## src/rtl/fsk_tone_pkg.sv

```systemverilog
package fsk_tone_pkg;

   localparam int unsigned CFG_W = 6;
   localparam int unsigned N_CHAN = 8;
   localparam int unsigned N_RATE = 4;
   localparam longint unsigned BASE_RATE = 64'd600;
   localparam longint unsigned TOP_TONE_HZ = 64'd135_000;

   // configuration word layout: {dev, rate code, carrier code}
   typedef struct packed {
      logic       dev;
      logic [1:0] rate;
      logic [2:0] chan;
   } fsk_cfg_t;

   function automatic longint unsigned carrier_hz(input int unsigned code);
      case (code)
         0: return 64'd60_000;
         1: return 64'd66_000;
         2: return 64'd72_000;
         3: return 64'd76_000;
         4: return 64'd82_050;
         5: return 64'd86_000;
         6: return 64'd110_000;
         default: return 64'd132_500;
      endcase
   endfunction

   function automatic longint unsigned rate_hz(input int unsigned code);
      return BASE_RATE << code;
   endfunction

   // half the spacing of the tone pair: dev*rate/2, dev being 1 or 0.5
   function automatic longint unsigned half_shift_hz(input int unsigned rcode,
                                                     input int unsigned dev);
      return (dev != 0) ? rate_hz(rcode) / 2 : rate_hz(rcode) / 4;
   endfunction

   function automatic longint unsigned tone_hz(input int unsigned chan,
                                               input int unsigned rcode,
                                               input int unsigned dev,
                                               input int unsigned bitv);
      if (bitv != 0) return carrier_hz(chan) + half_shift_hz(rcode, dev);
      return carrier_hz(chan) - half_shift_hz(rcode, dev);
   endfunction

   function automatic longint unsigned phase_step(input longint unsigned f,
                                                  input longint unsigned clk_hz,
                                                  input int unsigned     w,
                                                  input bit              rnd);
      if (rnd) return ((f << w) + clk_hz / 2) / clk_hz;
      return (f << w) / clk_hz;
   endfunction

   function automatic longint unsigned bit_len(input longint unsigned clk_hz,
                                               input int unsigned     rcode);
      return (clk_hz + rate_hz(rcode) / 2) / rate_hz(rcode);
   endfunction

endpackage

```

## src/rtl/fsk_cfg_reg.sv

```systemverilog
module fsk_cfg_reg #(
   parameter int unsigned W = 6
) (
   input  logic         clk,
   input  logic         rst_n,
   input  logic         wr_en,
   input  logic [W-1:0] wr_data,
   output logic [W-1:0] q
);

   always_ff @(posedge clk or negedge rst_n) begin
      if (!rst_n)     q <= '0;
      else if (wr_en) q <= wr_data;
   end

endmodule

```

## src/rtl/fsk_step_rom.sv

```systemverilog
module fsk_step_rom
   import fsk_tone_pkg::*;
#(
   parameter longint unsigned CLK_HZ     = 64'd48_000_000,
   parameter int unsigned     ACC_W      = 32,
   parameter bit              ROUND_STEP = 1'b1
) (
   input  fsk_cfg_t         cfg,
   input  logic             bit_val,
   output logic [ACC_W-1:0] step
);

   localparam int unsigned IDX_W = CFG_W + 1;
   localparam int unsigned N_ENT = 1 << IDX_W;

   logic [ACC_W-1:0] tbl [N_ENT];

   // entry index = {dev, rate, chan, bit}
   for (genvar g = 0; g < N_ENT; g++) begin : g_ent
      localparam int unsigned BT = int'(g) % 2;
      localparam int unsigned CH = (int'(g) / 2) % N_CHAN;
      localparam int unsigned RC = (int'(g) / (2 * N_CHAN)) % N_RATE;
      localparam int unsigned DV = int'(g) / (2 * N_CHAN * N_RATE);
      localparam longint unsigned F = tone_hz(CH, RC, DV, BT);
      if (ROUND_STEP) begin : g_rnd
         localparam longint unsigned S = phase_step(F, CLK_HZ, ACC_W, 1'b1);
         assign tbl[g] = S[ACC_W-1:0];
      end else begin : g_trunc
         localparam longint unsigned S = phase_step(F, CLK_HZ, ACC_W, 1'b0);
         assign tbl[g] = S[ACC_W-1:0];
      end
   end

   logic [IDX_W-1:0] idx;
   assign idx  = {cfg, bit_val};
   assign step = tbl[idx];

endmodule

```

## src/rtl/fsk_bit_timer.sv

```systemverilog
module fsk_bit_timer
   import fsk_tone_pkg::*;
#(
   parameter longint unsigned CLK_HZ = 64'd48_000_000
) (
   input  logic       clk,
   input  logic       rst_n,
   input  logic [1:0] rate,
   input  logic       clr,
   input  logic       run,
   output logic       last
);

   localparam longint unsigned LONGEST = bit_len(CLK_HZ, 0);
   localparam int unsigned     CNT_W   = $clog2(LONGEST);

   logic [CNT_W-1:0] len_m1 [N_RATE];
   logic [CNT_W-1:0] cnt_q;

   for (genvar g = 0; g < N_RATE; g++) begin : g_len
      localparam longint unsigned L = bit_len(CLK_HZ, int'(g));
      assign len_m1[g] = CNT_W'(L - 64'd1);
   end

   always_ff @(posedge clk or negedge rst_n) begin
      if (!rst_n)   cnt_q <= '0;
      else if (clr) cnt_q <= '0;
      else if (run) cnt_q <= cnt_q + CNT_W'(1);
   end

   assign last = (cnt_q == len_m1[rate]);

endmodule

```

## src/rtl/fsk_phase_acc.sv

```systemverilog
module fsk_phase_acc #(
   parameter int unsigned ACC_W = 32
) (
   input  logic             clk,
   input  logic             rst_n,
   input  logic             clr,
   input  logic             adv,
   input  logic [ACC_W-1:0] step,
   output logic [ACC_W-1:0] phase
);

   always_ff @(posedge clk or negedge rst_n) begin
      if (!rst_n)   phase <= '0;
      else if (clr) phase <= '0;
      else if (adv) phase <= phase + step;
   end

endmodule

```

## src/rtl/fsk_tone_gen.sv

```systemverilog
module fsk_tone_gen
   import fsk_tone_pkg::*;
#(
   parameter longint unsigned CLK_HZ     = 64'd48_000_000,
   parameter int unsigned     ACC_W      = 32,
   parameter bit              ROUND_STEP = 1'b1
) (
   input  logic             clk,
   input  logic             rst_n,
   input  logic             tx_en,
   input  logic             cfg_we,
   input  logic [CFG_W-1:0] cfg_data,
   input  logic             bit_valid,
   input  logic             bit_data,
   output logic             bit_ready,
   output logic             tone_out,
   output logic             tx_busy
);

   // elaboration-time parameter checks
   if (ACC_W < 16 || ACC_W > 40) begin : g_bad_acc
      $error("fsk_tone_gen: ACC_W must lie in 16..40");
   end
   if (CLK_HZ < 4 * TOP_TONE_HZ) begin : g_bad_clk
      $error("fsk_tone_gen: CLK_HZ too low for the highest tone");
   end
   if (bit_len(CLK_HZ, N_RATE - 1) < 2) begin : g_bad_len
      $error("fsk_tone_gen: shortest bit must span two clocks");
   end

   logic [CFG_W-1:0] cfg_raw;
   fsk_cfg_t         cfg_q;
   logic             busy_q;
   logic             bit_q;
   logic             bit_last;
   logic             take;
   logic             end_bit;
   logic             abort;
   logic             tmr_clr;
   logic             phase_clr;
   logic             phase_adv;
   logic [ACC_W-1:0] step;
   logic [ACC_W-1:0] phase_q;

   assign abort     = ~tx_en;
   assign bit_ready = tx_en & (~busy_q | bit_last);
   assign take      = bit_valid & bit_ready;
   assign end_bit   = busy_q & bit_last & ~take;
   assign tmr_clr   = abort | take | end_bit;
   assign phase_clr = abort | end_bit;
   assign phase_adv = busy_q & ~phase_clr;

   fsk_cfg_reg #(.W(CFG_W)) u_cfg (
      .clk     (clk),
      .rst_n   (rst_n),
      .wr_en   (cfg_we & ~busy_q),
      .wr_data (cfg_data),
      .q       (cfg_raw)
   );
   assign cfg_q = fsk_cfg_t'(cfg_raw);

   fsk_step_rom #(.CLK_HZ(CLK_HZ), .ACC_W(ACC_W), .ROUND_STEP(ROUND_STEP)) u_rom (
      .cfg     (cfg_q),
      .bit_val (bit_q),
      .step    (step)
   );

   fsk_bit_timer #(.CLK_HZ(CLK_HZ)) u_timer (
      .clk   (clk),
      .rst_n (rst_n),
      .rate  (cfg_q.rate),
      .clr   (tmr_clr),
      .run   (busy_q),
      .last  (bit_last)
   );

   fsk_phase_acc #(.ACC_W(ACC_W)) u_phase (
      .clk   (clk),
      .rst_n (rst_n),
      .clr   (phase_clr),
      .adv   (phase_adv),
      .step  (step),
      .phase (phase_q)
   );

   always_ff @(posedge clk or negedge rst_n) begin
      if (!rst_n) begin
         busy_q <= 1'b0;
         bit_q  <= 1'b0;
      end else begin
         if (abort)        busy_q <= 1'b0;
         else if (take)    busy_q <= 1'b1;
         else if (end_bit) busy_q <= 1'b0;
         if (take) bit_q <= bit_data;
      end
   end

   assign tx_busy  = busy_q;
   assign tone_out = busy_q & phase_q[ACC_W-1];

endmodule

```

## config.mk

```make
export PLATFORM = sky130hd
export DESIGN_NAME = fsk_tone_gen
export DESIGN_NICKNAME = d
export VERILOG_FILES = /design/src/rtl/fsk_tone_pkg.sv /design/src/rtl/fsk_cfg_reg.sv /design/src/rtl/fsk_step_rom.sv /design/src/rtl/fsk_bit_timer.sv /design/src/rtl/fsk_phase_acc.sv /design/src/rtl/fsk_tone_gen.sv
export SDC_FILE = /design/constraint.sdc
export NUM_CORES = 1
export LEC_CHECK = 0
export BUFFER_PORTS_ARGS = -buffer_cell sky130_fd_sc_hd__buf_2
export CORE_MARGIN = 8
export CORE_UTILIZATION = 31
export CTS_CLUSTER_DIAMETER = 120
export DETAILED_ROUTE_END_ITERATION = 7
export PLACE_DENSITY_LB_ADDON = 0.15
export SLEW_MARGIN = 10
export SYNTH_ARGS = -nofsm -noshare
export SYNTH_HDL_FRONTEND = slang
export SYNTH_SLANG_ARGS = --single-unit
```

## constraint.sdc

```tcl
create_clock -name clk -period 4.4 [get_ports clk]
set_clock_uncertainty 0.15 [all_clocks]
set_input_delay 0.44 -clock clk [delete_from_list [all_inputs] [get_ports clk]]
set_output_delay 0.44 -clock clk [all_outputs]
set_load 0.005 [all_outputs]
```

* Word level (Yosys, flattened, before mapping)
Memories as Yosys holds them, arrays and structs flattened. Index checks and enable logic that the tools add are counted.
Operators by class: shift-type cells 0, $mul 0, equal/unequal tests 2, $add $sub $neg 2, bitwise operators 17, div/mod/pow operators 0, multiplexer cells 12, $lt $le $gt $ge 2, reductions and logical operators 2
Operators by type and width (number):
- 2-to-1 mux 32 bit | 4
- 2-to-1 mux 17 bit | 4
- binary-select mux 17 bit (select 2 bit) | 1
- adder 32 bit | 1
- adder 17 x 1 -> 17 bit, second input constant | 1
- == test 17 bit | 1
- greater-or-equal comparator 8 bit, second input constant | 1
- inverter 7 -> 8 bit | 1
- AND 1 bit | 7
- inverter 1 bit | 4
- bitwise OR 1 bit | 4
- nonzero test 2 bit | 2
- greater-or-equal comparator 3 bit, second input constant | 1
- 2-to-1 mux 1 bit | 3
- inequality test 3 x 1 -> 1 bit, second input constant | 1
- inverter 2 -> 3 bit | 1
Word-level totals: ROM bits 4096, output and inout bits 3, word-level logic and storage cells 43, RAM bits 0, bits in latches 0, memories kept 1, input port bits 12, register bits 57
Memory list:
- (name not given) | depth 128, width 32, read ports 1, clocked after Yosys merged registers in 0, wr ports 0, RTL line fsk_step_rom.sv:36 | assign step = tbl[idx];

* Longest topological paths before layout
depth in word-level cells 15, depth in mapped cells 20, depth with buffers taken out 19

* By module
From an unflattened synthesis, not the netlist that was laid out.
Second synthesis, totals: cell total of the unflattened synthesis 923, area, all modules 7004.2 µm²
Modules (own cells, without submodules):
- fsk_phase_acc | area an instance 2949.1 µm², cells each 346, instances 1, sequential area each 800.8 µm²
- fsk_step_rom | area an instance 2632.5 µm², cells each 437, instances 1, sequential area each 0.0 µm²
- fsk_bit_timer | area an instance 1029.7 µm², cells each 111, instances 1, sequential area each 425.4 µm²
- fsk_cfg_reg | area an instance 251.5 µm², cells each 13, instances 1, sequential area each 150.1 µm²
- fsk_tone_gen | area an instance 141.4 µm², cells each 16, instances 1, sequential area each 50.0 µm²

* Least setup slack after synthesis
No wires, ideal clock.
kind register to register, from register u_cfg.q[0], to register u_phase.phase[30], buffers on the path 2, setup time 0.125 ns, clock period less this slack 4.613 ns, stages on the path, launching flop included 20, setup slack -0.213 ns, data arrival time 4.339 ns, required time 4.125 ns, cells stage by stage dfrtp_1 clkbuf_1 inv_1 ha_1 and2_1 clkbuf_1 o21ai_0 o21a_1 nor3_1 a211o_1 o21ai_0 a221o_1 fa_1 nor2b_1 o2111ai_1 a21oi_1 o21ai_1 o311a_1 nor4b_1 mux2_2
Between the ends: cells in the longest elaborated chain, start to end 7
RTL lines:
- start, declared | RTL line fsk_cfg_reg.sv:8 | output logic [W-1:0] q
- start signal, assigned | RTL line fsk_cfg_reg.sv:13 | else if (wr_en) q <= wr_data;
- inverter 7 -> 8 bit (not written as such) | RTL line fsk_step_rom.sv:36
- memory read (128 x 32 bit)
- 2-to-1 mux 32 bit (not written as such) (2 in series) | RTL line fsk_step_rom.sv:36
- adder 32 bit | RTL line fsk_phase_acc.sv:15 | else if (adv) phase <= phase + step;
- 2-to-1 mux 32 bit | RTL line fsk_phase_acc.sv:15
- 2-to-1 mux 32 bit | RTL line fsk_phase_acc.sv:14 | else if (clr) phase <= '0;
- end signal, assigned | RTL line fsk_phase_acc.sv:15
- end, declared | RTL line fsk_phase_acc.sv:9 | output logic [ACC_W-1:0] phase
No other way between the ends. The select of a mux whose other input is x is not followed. A chain may end at the register's enable or synchronous reset.

* Worst setup path after layout
from register u_cfg.q[0], to register u_phase.phase[27]
The elaborated chain is that of the path after synthesis.

==> results.yml <==
floorplan:
  io_pins: 15
  rows: 54
  core_area_um2: 21620
  fp.dieW_um: 163.6
  die_h_um: 163.6
  start_util: 0.3126
  dieArea_um2: 26780
worst_setup_path:
  path_class: "reg2reg"
  cp.required_ns: 4.51
  r2r_start: "u_cfg.q[0]"
  rr_endpoint: "u_phase.phase[27]"
  worstPathArrival_ns: 4.40
  cp-startpoint: "u_cfg.q[0]"
  r2r_cells: 18
  cp-end-kind: "flop"
  r2r_setup_slack_ns: 0.11
  cp_max_fo: 5
  cp-start-kind: "flop"
finish:
  area_growth_pct: 36.53
  fin_cells: 1348
  layout_commonest_cell: "buf_4"
  fillerInstances: 2215
  drive_above_1_share: 0.3071
  multiInputGateArea_um2: 5458
  layout.nets: 1118
  regArea_um2: 1431
  layout_common_cells: "buf_4, nand2_1, nor2_1, a21oi_1, o21ai_0"
  num_antenna_cells: 0
grt:
  grt_max_degree: 38
  grt_pass1_vias: 7151
  grt_overflow: 0
  gr-usage-all-layers: 0.1936
  antenna_found_initial: 0
  grt_pass1_wl_um: 40950
placed_design:
  pre_cts_slack_ns: -0.2516
  placed_cells: 1314
  dpl.hpwl_um: 19840
  numPortBuffers: 14
  place.gp.congestion: 0.9336
sta:
  final_hold_viol_count: 0
  max_slew_margin: 0.3648
  drv_slew: 0
  post-route-min-period_ns: 4.288
  rsz0062_at_grt: "yes"
  max_clock_freq_mhz: 233.2
  finalCritPeriodShare: 0.9745
  tightestPinTransition_ns: 0.9518
  fin_ws_ns: 0.1122
  finalSetupViolCount: 0
cts:
  cts_tree: "done"
  clk-insertion-delay-late_ns: 0.34
  clockBufferDepth: 2
  cts_max_level: 3
  numCtsBuffers: 9
  clkTransAtPathRegs_ns: 0.06
  cts_sinks: 57
  cts_root_buf: "clkbuf_16"
synth:
  ys_types: 84
  yosys.area.top_type_share: 0.2111
  synth_nets: 980
  yosys.area.top_type: "dfrtp_1"
  synthCells: 926
  seq_area_frac_synth: 0.2111
  async_flop_share: 1.000
  synth_seq_cells: 57
  synth_edf_count: 0
  ys_warn_count: 0
  synth.avg_cell_area_um2: 7.298
  synth_area_um2: 6758
  synth_ff_type: "dfrtp_1"
  synthTopCellsByArea: "dfrtp_1, ha_1, a21oi_1, nand2_1, o21ai_0"
status:
  status: "completed"
route:
  num_vias: 7682
  routed_wl_um: 26460
  wire_per_inst_um: 19.63
  drt-pass1-iter-count: 5
  drt_iter0_markers: 632
  viasPerCell: 5.699
  ant_nets: 0
  drcViolationCount: 0
run:
  max_cap_violations: 0
power:
  power_density_nw_per_um2: 471.3
  p_leak_nw: 3.924
  ir_worst_vdd_mv: 0.2287
worst_hold_path:
  hold_class: "in2async"
## synth_stat cells (11+ instances only)
cell type  instances
and3_1            11
inv_1             18
xor2_1            22
a22o_1            20
nor3_1            31
o21ai_0           78
nor2_1            82
o21a_1            11
nor2b_1           19
ha_1              41
xnor2_1           18
nand3_1           24
nand2b_1          12
a21oi_1           84
clkbuf_1          53
a21o_1            17
nand4_1           12
nand2_1          109
a31oi_1           18
dfrtp_1           57
a211oi_1          17
## cells by family after synthesis
kind of cell,synth area share
AO/OA/AOI/OAI,0.3359
XOR/XNOR,0.05184
adder cells (fa/ha/maj),0.08036
buffers and inverters,0.06035
flip-flops,0.2111
multiplexers,0.01259
AND/OR/NAND/NOR,0.2479
## what timing repair did
action / 4_1_cts / 5_1_grt
hold buffers: 0 / 0
gates cloned: 0 / 1
setup buffers: 1 / 19
endpoints found under the setup margin: 7 / 17
pin swaps: 2 / 43
resized for setup: 26 / 104
## routing by layer
layer,vias up,routed length [um],share of wire,GRT usage
met4,0,752,0.028,0.06818
met5,-,0,0,0
met2,256,11620,0.44,0.2866
met1,3641,12750,0.48,0.2788
met3,48,1338,0.051,0.02898
li1,3737,-,-,-
## registers in the layout, indices dropped and copies added, names as in the netlist
| signal | cells |
|---|---|
| bit_q | 1 |
| u_timer.cnt_q | 17 |
| u_cfg.q | 6 |
| tx_busy | 1 |
| u_phase.phase | 32 |
## worst max path at each step
stage / cells past startpoint / slack (ns) / endpoint
final: 18 / 0.11 / u_phase.phase[27]
after global routing: 17 / -0.04 / u_phase.phase[27]
after CTS: 17 / 0.008 / u_phase.phase[30]
after detailed placement: 17 / -0.25 / u_phase.phase[30]
after global placement: 19 / -0.23 / u_phase.phase[27]
after floorplan: 19 / 0.01 / u_phase.phase[30]
## layout make-up
cell class	instances	share of cell area
multi-input combinational	781	0.5915
tap	280	0.03797
clock inverter	5	0.006103
clock buffer	10	0.02590
sequential	57	0.1551
inverter	20	0.008815
timing repair buffer	195	0.1745
## per-stage QoR
step,hold WS (ns),power (W),instance area (um^2),utilization,TNS (ns)
3_3_place_gp,0.3461,0.003259,8205,0.3795,-0.6152
6_report,0.04005,0.004348,9226,0.4267,0
5_1_grt,0.1227,0.004661,9226,0.4267,-0.1044
2_1_floorplan,-0.005591,0.002265,6763,-,0
4_1_cts,0.07481,0.004044,8597,0.3976,0
3_5_place_dp,0.3417,0.003240,8205,0.3795,-0.7602
## power by group
part	total (W)	internal (W)	leakage, nW	switching, W
sequential	0.000675	0.000598	0.765	0.0000768
clock	0.000728	0.000450	0.144	0.000278
combinational	0.00295	0.00138	3.02	0.00157
total	0.00435	0.00243	3.92	0.00192
## critical path, cell delays in order, from the launching register on
cell,delay (ns)
dfrtp_2,0.46
inv_4,0.12
buf_4,0.12
ha_1,0.20
nor2b_4,0.19
buf_4,0.12
o21ai_0,0.10
and3_1,0.19
a311oi_2,0.22
a211oi_1,0.07
a21o_1,0.24
ha_4,0.31
nand3_1,0.09
or2_1,0.24
a21o_2,0.26
a2111oi_4,0.40
nor3_4,0.10
or4_1,0.48
a31oi_1,0.13
Power figures use the tool's default switching activity.
